### config.mk
export PLATFORM = sky130hd
export DESIGN_NAME = flash_read_ctrl
export DESIGN_NICKNAME = d
export VERILOG_FILES = /design/src/rtl/flash_rd_pkg.sv /design/src/rtl/flash_bank_rom.sv /design/src/rtl/flash_cmd_decode.sv /design/src/rtl/flash_page_read.sv /design/src/rtl/flash_burst_seq.sv /design/src/rtl/flash_read_ctrl.sv
export SDC_FILE = /design/constraint.sdc
export NUM_CORES = 1
export LEC_CHECK = 0
export ABC_AREA = 1
export BUFFER_PORTS_ARGS = -buffer_cell sky130_fd_sc_hd__buf_2
export CORE_MARGIN = 2
export CORE_UTILIZATION = 36
export CTS_CLUSTER_SIZE = 14
export DETAILED_ROUTE_END_ITERATION = 7
export SLEW_MARGIN = 20
export SYNTH_ARGS = -nofsm -noshare
export SYNTH_HDL_FRONTEND = slang
export SYNTH_SLANG_ARGS = --single-unit
### constraint.sdc
create_clock -name clk -period 1.55 [get_ports clk]
set_input_delay 0.0775 -clock clk [delete_from_list [all_inputs] [get_ports clk]]
set_output_delay 0.0775 -clock clk [all_outputs]
set_load 0.01 [all_outputs]
### src/rtl/flash_rd_pkg.sv
package flash_rd_pkg;
  typedef enum logic [1:0] {
    RS_ARRAY  = 2'd0,
    RS_IDENT  = 2'd1,
    RS_STATUS = 2'd2,
    RS_QUERY  = 2'd3
  } rd_state_e;

  localparam logic [15:0] CMD_ARRAY   = 16'h00FF;
  localparam logic [15:0] CMD_IDENT   = 16'h0090;
  localparam logic [15:0] CMD_STATUS  = 16'h0070;
  localparam logic [15:0] CMD_QUERY   = 16'h0098;
  localparam logic [15:0] CMD_SETUP   = 16'h0060;
  localparam logic [15:0] CMD_CONFIRM = 16'h0003;

  localparam int          LAT_W        = 3;
  localparam logic        CFG_ASYNC_RV = 1'b1;
  localparam logic [2:0]  CFG_LAT_RV   = 3'd3;
  localparam logic [15:0] STATUS_READY = 16'h0080;

  function automatic logic [15:0] array_word(input logic [7:0] idx);
    return {idx, ~idx};
  endfunction

  function automatic logic [15:0] side_word(input rd_state_e st, input logic [2:0] a);
    case (st)
      RS_IDENT:  return a[0] ? 16'h1C3E : 16'h00A7;
      RS_STATUS: return STATUS_READY;
      RS_QUERY:  return 16'h0040 + {13'd0, a};
      default:   return 16'h0000;
    endcase
  endfunction
endpackage

### src/rtl/flash_bank_rom.sv
module flash_bank_rom
  import flash_rd_pkg::*;
#(
  parameter int DEPTH = 256,
  localparam int ROWS  = DEPTH / 4,
  localparam int ROW_W = $clog2(ROWS)
) (
  input  logic             clk,
  input  logic [ROW_W-1:0] row,
  output logic [3:0][15:0] q
);
  generate
    for (genvar b = 0; b < 4; b++) begin : g_bank
      logic [15:0] mem [ROWS];
      logic [15:0] q_b;
      initial begin
        for (int r = 0; r < ROWS; r++) mem[r] = array_word(8'(r * 4 + b));
      end
      always_ff @(posedge clk) q_b <= mem[row];
      assign q[b] = q_b;
    end
  endgenerate
endmodule

### src/rtl/flash_cmd_decode.sv
module flash_cmd_decode
  import flash_rd_pkg::*;
(
  input  logic             clk,
  input  logic             rst,
  input  logic             cmd_stb,
  input  logic [15:0]      cmd,
  input  logic             cfg_async_in,
  input  logic [LAT_W-1:0] cfg_lat_in,
  output rd_state_e        state,
  output logic             cfg_async,
  output logic [LAT_W-1:0] cfg_lat
);
  logic pend;

  always_ff @(posedge clk) begin
    if (rst) begin
      state     <= RS_ARRAY;
      cfg_async <= CFG_ASYNC_RV;
      cfg_lat   <= CFG_LAT_RV;
      pend      <= 1'b0;
    end else if (cmd_stb) begin
      pend <= 1'b0;
      if (pend) begin
        if (cmd == CMD_CONFIRM) begin
          cfg_async <= cfg_async_in;
          cfg_lat   <= cfg_lat_in;
        end else begin
          state <= RS_STATUS;
        end
      end else begin
        case (cmd)
          CMD_ARRAY:  state <= RS_ARRAY;
          CMD_IDENT:  state <= RS_IDENT;
          CMD_STATUS: state <= RS_STATUS;
          CMD_QUERY:  state <= RS_QUERY;
          CMD_SETUP:  pend  <= 1'b1;
          default:    state <= RS_STATUS;
        endcase
      end
    end
  end

  assert_reset_defaults_R1: assert property (@(posedge clk) disable iff (rst)
    $past(rst) |-> (state == RS_ARRAY && cfg_async && cfg_lat == CFG_LAT_RV));

  assert_array_cmd_R6: assert property (@(posedge clk) disable iff (rst)
    (cmd_stb && !pend && cmd == CMD_ARRAY) |=> state == RS_ARRAY);
endmodule

### src/rtl/flash_page_read.sv
module flash_page_read #(
  parameter int AW      = 16,
  parameter int ACC_CYC = 4,
  localparam int CW     = $clog2(ACC_CYC + 1)
) (
  input  logic             clk,
  input  logic             rst,
  input  logic             en,
  input  logic             adv_n,
  input  logic [AW-1:0]    addr,
  input  logic [3:0][15:0] bank_q,
  input  logic             is_array,
  input  logic [15:0]      side_in,
  output logic [AW-1:0]    eff_addr,
  output logic [15:0]      dq
);
  logic [3:0][15:0] page_buf;
  logic [AW-3:0]    page_tag, fetch_tag;
  logic             page_valid, busy;
  logic [CW-1:0]    fcnt;
  logic [AW-3:0]    cur_tag;
  logic             hit;

  assign cur_tag = eff_addr[AW-1:2];
  assign hit     = page_valid && (page_tag == cur_tag);

  always_ff @(posedge clk) begin
    if (rst) eff_addr <= '0;
    else if (!adv_n) eff_addr <= addr;
  end

  always_ff @(posedge clk) begin
    if (rst || !en) begin
      busy       <= 1'b0;
      page_valid <= 1'b0;
      fcnt       <= '0;
      fetch_tag  <= '0;
      page_tag   <= '0;
    end else if (busy) begin
      if (cur_tag != fetch_tag) begin
        fcnt      <= CW'(ACC_CYC);
        fetch_tag <= cur_tag;
      end else if (fcnt == '0) begin
        busy       <= 1'b0;
        page_tag   <= fetch_tag;
        page_valid <= 1'b1;
      end else begin
        fcnt <= fcnt - 1'b1;
      end
    end else if (!hit) begin
      busy      <= 1'b1;
      fcnt      <= CW'(ACC_CYC);
      fetch_tag <= cur_tag;
    end
  end

  always_ff @(posedge clk) begin
    if (busy && cur_tag == fetch_tag && fcnt == '0) page_buf <= bank_q;
  end

  always_ff @(posedge clk) begin
    if (rst) dq <= '0;
    else if (!is_array) dq <= side_in;
    else if (hit) dq <= page_buf[eff_addr[1:0]];
  end

  assert_fetch_done_R2: assert property (@(posedge clk) disable iff (rst)
    $rose(page_valid) |-> $past(busy));

  assert_addr_hold_R5: assert property (@(posedge clk) disable iff (rst)
    adv_n |=> eff_addr == $past(eff_addr));
endmodule

### src/rtl/flash_burst_seq.sv
module flash_burst_seq
  import flash_rd_pkg::*;
#(
  parameter int AW = 16
) (
  input  logic             clk,
  input  logic             rst,
  input  logic             en,
  input  logic             fedge,
  input  logic             ce_n,
  input  logic             adv_n,
  input  logic [AW-1:0]    addr,
  input  logic [LAT_W-1:0] lat,
  input  logic [15:0]      word_in,
  output logic [AW-1:0]    baddr,
  output logic [15:0]      dq,
  output logic             wait_o
);
  logic             active;
  logic [LAT_W-1:0] cnt;

  always_ff @(posedge clk) begin
    if (rst) begin
      active <= 1'b0;
      wait_o <= 1'b0;
      cnt    <= '0;
      baddr  <= '0;
      dq     <= '0;
    end else if (!en || ce_n) begin
      active <= 1'b0;
      wait_o <= 1'b0;
    end else if (fedge) begin
      if (!adv_n) begin
        baddr  <= addr;
        cnt    <= (lat == '0) ? LAT_W'(1) : lat;
        active <= 1'b1;
        wait_o <= 1'b1;
      end else if (active) begin
        if (cnt > LAT_W'(1)) begin
          cnt <= cnt - 1'b1;
        end else begin
          dq     <= word_in;
          baddr  <= baddr + 1'b1;
          wait_o <= 1'b0;
        end
      end
    end
  end

  assert_wait_async_R4: assert property (@(posedge clk) disable iff (rst)
    !en |=> !wait_o);

  assert_wait_edge_R9: assert property (@(posedge clk) disable iff (rst)
    ($fell(wait_o) && !$past(rst) && $past(en && !ce_n)) |-> $past(fedge));
endmodule

### src/rtl/flash_read_ctrl.sv
module flash_read_ctrl
  import flash_rd_pkg::*;
#(
  parameter int AW      = 16,
  parameter int DEPTH   = 256,
  parameter int ACC_CYC = 4
) (
  input  logic          clk,
  input  logic          rst,
  input  logic          dev_rst_n,
  input  logic          ce_n,
  input  logic          oe_n,
  input  logic          we_n,
  input  logic          adv_n,
  input  logic          flash_clk,
  input  logic [AW-1:0] addr,
  input  logic [15:0]   din,
  output logic [15:0]   dq_out,
  output logic          dq_oe,
  output logic          wait_o
);
  localparam int ROW_W = $clog2(DEPTH / 4);

  logic             blk_rst;
  logic             we_q, fclk_s, fclk_q, fedge, cmd_stb;
  rd_state_e        state;
  logic             async_mode;
  logic [LAT_W-1:0] lat;
  logic [3:0][15:0] bank_q;
  logic [ROW_W-1:0] rd_row;
  logic [AW-1:0]    eff_addr, baddr;
  logic [15:0]      a_dq, b_dq, a_side, b_word;

  assign blk_rst = rst || !dev_rst_n;

  always_ff @(posedge clk) begin
    if (blk_rst) begin
      we_q   <= 1'b1;
      fclk_s <= 1'b0;
      fclk_q <= 1'b0;
      dq_oe  <= 1'b0;
    end else begin
      we_q   <= we_n;
      fclk_s <= flash_clk;
      fclk_q <= fclk_s;
      dq_oe  <= !ce_n && !oe_n && we_n;
    end
  end

  assign fedge   = fclk_s && !fclk_q;
  assign cmd_stb = we_n && !we_q && !ce_n;

  flash_cmd_decode u_dec (
    .clk(clk), .rst(blk_rst), .cmd_stb(cmd_stb), .cmd(din),
    .cfg_async_in(addr[15]), .cfg_lat_in(addr[13:11]),
    .state(state), .cfg_async(async_mode), .cfg_lat(lat)
  );

  assign rd_row = async_mode ? eff_addr[ROW_W+1:2] : baddr[ROW_W+1:2];

  flash_bank_rom #(.DEPTH(DEPTH)) u_rom (.clk(clk), .row(rd_row), .q(bank_q));

  assign a_side = side_word(state, eff_addr[2:0]);
  assign b_word = (state == RS_ARRAY) ? bank_q[baddr[1:0]] : side_word(state, baddr[2:0]);

  flash_page_read #(.AW(AW), .ACC_CYC(ACC_CYC)) u_page (
    .clk(clk), .rst(blk_rst), .en(async_mode), .adv_n(adv_n), .addr(addr),
    .bank_q(bank_q), .is_array(state == RS_ARRAY), .side_in(a_side),
    .eff_addr(eff_addr), .dq(a_dq)
  );

  flash_burst_seq #(.AW(AW)) u_burst (
    .clk(clk), .rst(blk_rst), .en(!async_mode), .fedge(fedge), .ce_n(ce_n),
    .adv_n(adv_n), .addr(addr), .lat(lat), .word_in(b_word),
    .baddr(baddr), .dq(b_dq), .wait_o(wait_o)
  );

  assign dq_out = async_mode ? a_dq : b_dq;

  assert_oe_ce_R11: assert property (@(posedge clk) disable iff (blk_rst)
    ce_n |=> !dq_oe);
endmodule

==> results <==
- The run finished, with violations left.
- The checks that failed: setup timing.
- The count of buffers added on input and output ports is 57.
- CTS placed an instance of sky130_fd_sc_hd__clkbuf_16 at the clock tree root.
- Dividing the final minimum period by the clock period gives 1.10.
- Once layout is done, the placed cells without fillers occupy 9020 um^2.
- The via count is 5879.
- Entering global routing, the biggest net connects 46 pins.
- 0 antenna diodes ended up in the layout.
- The total of warnings raised by yosys is 0.
- Setup violations remaining at the end of the flow were counted as 61.
- The actual transition at the worst max-transition pin is 0.434 ns.
- The post-detailed-placement half-perimeter wirelength is slightly above 10000 um.
- In the routed layout, each cell is associated on average with a via count of 4.72.
- The floorplan step defined a die boundary enclosing 17700 um^2.
- After floorplanning, the core was sized to cover roughly 16000 um^2.
- The instance count of the mapped netlist is approximately 830.
- The achievable clock frequency is 589 MHz.
- Of the cells placed in the final design, the portion with a size suffix greater than 1 is 0.391.
- In this run, CTS created clock tree buffers numbering 17.
- After synthesis, the cell types taking the most area are sky130_fd_sc_hd__dfxtp_1 39%, sky130_fd_sc_hd__nand2_1 13%, sky130_fd_sc_hd__o21ai_0 6.9%.
- The max-slew violation count is 0.
- The shortest clock period the worst path allows after layout is roughly 1.7 ns.
- The type of the setup path with the least slack is flip-flop to flip-flop.
- The netlist uses 39 different library cells.
- The leakage power of the design is 3.86 nW.
- The chip height is 133 um.
- The total number of clock tree sinks is ~130.
- The clock tree buffer depth is 2.
- The level count of the clock H-tree is 4.
- The required time of the worst setup path is between 1.5 and 2 ns.
- By count the netlist is led by 205 x sky130_fd_sc_hd__nand2_1, 117 x sky130_fd_sc_hd__dfxtp_1, 99 x sky130_fd_sc_hd__nor2_1, 88 x sky130_fd_sc_hd__inv_1, 83 x sky130_fd_sc_hd__o21ai_0.
- The most common cell in the synthesized netlist is sky130_fd_sc_hd__nand2_1.
- The number of cells traversed by the worst hold path is 4.
- By instance count, the cell type seen most on the critical path is sky130_fd_sc_hd__nand2_2.
- The tightest min-delay check is of the input pin to flip-flop type.
- The final layout contains routed wiring with a total length of 17000 um.
- For this run, the total global-route usage over all layers was measured as 0.188.
- The final core utilization is 0.548.
- The largest area contributor in the netlist is sky130_fd_sc_hd__dfxtp_1.
- The critical register-to-register path endpoint is u_page.page_buf[6].
- The critical path goes through inv_2 -> nand2_2 -> nand2_2 -> nor2_2 -> nand2_1 -> nor2_2 -> nand2_2 -> inv_2 -> nand3_4 -> buf_6 -> inv_8.
- Once detail routing completed, the nets flagged for antenna violations numbered 0.
- The worst-case register-to-register setup slack is -0.15 ns.
- Setup slack on the critical path of the routed design comes to -0.148 ns.
- The wire length of the first global-routing pass is 26600 um.
- The number of global-route vias before repair is between 5000 and 6000.
- The mean cell area of the mapped netlist is about 7.2 um^2.
- The clock reaches the later pin of the worst-skew pair after 0.42 ns.
- The clock skew after layout is a little over 0.006 ns.
- The length of routed met2 wiring is around 8000 um.
- Routability-driven placement finished with a final weighted congestion of 0.839.
- The post-detailed-route DRC marker count is 0.
- On the worst path, the slowest cell contributes a delay of around 0.35 ns.
- The number of register bits inferred by synthesis is between 100 and 150.
- In this run the worst setup path begins at u_page.fetch_tag[6].
- The chip width is approximately 130 um.
- The startpoint of the worst-slack reg-to-reg timing path is u_page.fetch_tag[6].
- Summed over all nets, wire length on met3 after detailed routing comes to 684 um.
- Setup repair after global routing could not meet its margin everywhere.
- The total overflow reported by the global router is 0.
- The portion of synthesized cell area occupied by the leading cell type is 0.390.
- The relative area change from synthesis to final layout is 50.1%.
- The share of synthesized registers carrying an async set or reset is 0.
- The share of the Yosys chip area taken by registers is 0.450.
- Headroom to the max-slew limit came out at 0.708.
- Data arrives at the worst endpoint at roughly 1.8 ns.
- TritonCTS built the clock tree.
- STA classifies the critical path endpoint as a flip-flop.
- The area after detailed placement is between 7000 and 8000 um^2.
- The detailed router finished its first iteration with approximately 370 violations.
- Across the run, the number of max-cap violations was 0.
- In this run the worst setup path terminates at u_page.page_buf[6].
- The synthesized design contains 12 enable-type register cells.
- In this run the power density over the cells is ~960 nW/um^2.
- The startpoint type of the worst setup path is a flip-flop.
- The combined area of all synthesized cells is around 6000 um^2.
- The mean routed wirelength per cell is roughly 14 um.
- The most used flip-flop cell after synthesis is sky130_fd_sc_hd__dfxtp_1.
- Along the worst path, the maximum fanout reaches 6.
- The worst-case IR drop observed on VDD is 782 uV.
- The slowest cell on the critical path is sky130_fd_sc_hd__dfxtp_2.
- The clock-pin slew on the worst setup and hold paths is 0.06 ns.
- The detailed router put a total of ~8000 um of wire on met1.
- Synthesis produced a netlist with a net count of between 800 and 900.
- The number of antenna violations at the first check in global routing is 0.
- The depth of the most critical reg-to-reg path is 11.
- The detailed-router iteration count before antenna repair is 5.
- The effective utilization at floorplan is 0.365.
- The final-report hold violation count was 0.
- The final layout contains about 1100 nets.
- between 50 and 60 I/O pins were placed.
- The highest metal layer with signal wires is met4.
- The floorplan has between 40 and 50 rows.
-- how the worst min path moves through the flow --
| stage | start | end |
|---|---|---|
| 2_1_floorplan | ce_n | dq_oe |
| 6_report | rst | u_page.eff_addr[1] |
| 3_3_place_gp | oe_n | dq_oe |
| 3_5_place_dp | oe_n | dq_oe |
| 4_1_cts | rst | u_page.eff_addr[1] |
| 5_1_grt | rst | u_page.eff_addr[1] |
-- state kept, by name (all words and copies together), names as in the netlist, 8 cells and up --
register          flops
u_burst.baddr         8
u_burst.dq           16
u_page.dq            16
u_page.eff_addr      16
u_page.fetch_tag     14
u_page.page_buf      12
u_page.page_tag      14
u_rom.g_bank.q_b     12
-- area by class of cell --
cell class	instances	area, um^2
Inverter	98	405
Tap cell	220	275
Clock inverter	10	131
Multi-Input combinational cell	576	3370
Sequential cell	129	2750
Clock buffer	22	484
Timing Repair inverter	2	27.5
Timing Repair Buffer	189	1570
Fill cell	1544	7450
-- where the power goes --
part	internal, W	leakage [nW]	switching (W)	total (W)
Combinational	0.000461	2.50	0.000549	0.00101
Sequential	0.00342	1.06	0.0000524	0.00348
Clock	0.00268	0.296	0.00147	0.00416
-- worst max-delay path, delay by kind of cell, from the launching register on --
| family | cells | cell delay (ns) |
|---|---|---|
| AND/OR/NAND/NOR | 7 | 0.68 |
| buffers and inverters | 4 | 0.40 |
| flip-flops | 1 | 0.35 |
-- placed cells by master, fill, tap and decap left out, types with 22 or more instances in the layout --
master and n:
sky130_fd_sc_hd__nand2_1 175, sky130_fd_sc_hd__dfxtp_1 92, sky130_fd_sc_hd__inv_1 80, sky130_fd_sc_hd__buf_4 75, sky130_fd_sc_hd__nor2_1 72, sky130_fd_sc_hd__o21ai_0 65, sky130_fd_sc_hd__buf_2 58, sky130_fd_sc_hd__nor2_2 41
sky130_fd_sc_hd__a21oi_1 38, sky130_fd_sc_hd__nand2_2 31, sky130_fd_sc_hd__dlygate4sd3_1 22, sky130_fd_sc_hd__buf_6 22
-- metal layers --
metal,GRT usage,up-vias
li1,-,3031
met1,0.254,2706
met2,0.301,123
met3,0.0400,19
met4,0.0621,0
met5,0,-
-- kinds of logic (layout without fill, tap and decap cells) --
| logic type | after synthesis | in the layout | synth area share |
|---|---|---|---|
| AOI/OAI and AO/OA | 162 | 162 | 0.141 |
| xor gates and xnor gates | 8 | 8 | 0.0117 |
| adders and majority gates | 7 | 7 | 0.0146 |
| buffers and inverters | 130 | 321 | 0.0902 |
| DFF | 129 | 129 | 0.450 |
| and+or+nand+nor | 397 | 399 | 0.293 |
-- stage by stage --
stage	setup TNS [ns]	setup WS [ns]	power [W]	cells	hold slack [ns]
finish	-5.36	-0.148	0.00864	1246	0.0434
global placement	-8.41	-0.232	0.00425	1155	0.245
detailed placement	-8.92	-0.245	0.00425	1155	0.248
global route	-10.60	-0.235	0.00894	1246	0.0595
floorplan	0	0.0150	0.00396	833	0.156
CTS	-4.26	-0.139	0.00859	1239	0.0286
-- repair_timing --
| item | in CTS | in global routing |
|---|---|---|
| resized for setup | 99 | 148 |
| cloned | 6 | 3 |
| hold buffers | 22 | 0 |
| pin swaps | 14 | 48 |
| setup endpoints to repair | 57 | 91 |
| endpoints found under the hold margin | 28 | 0 |
| setup buffers | 25 | 11 |
Power figures use the tool's default switching activity.
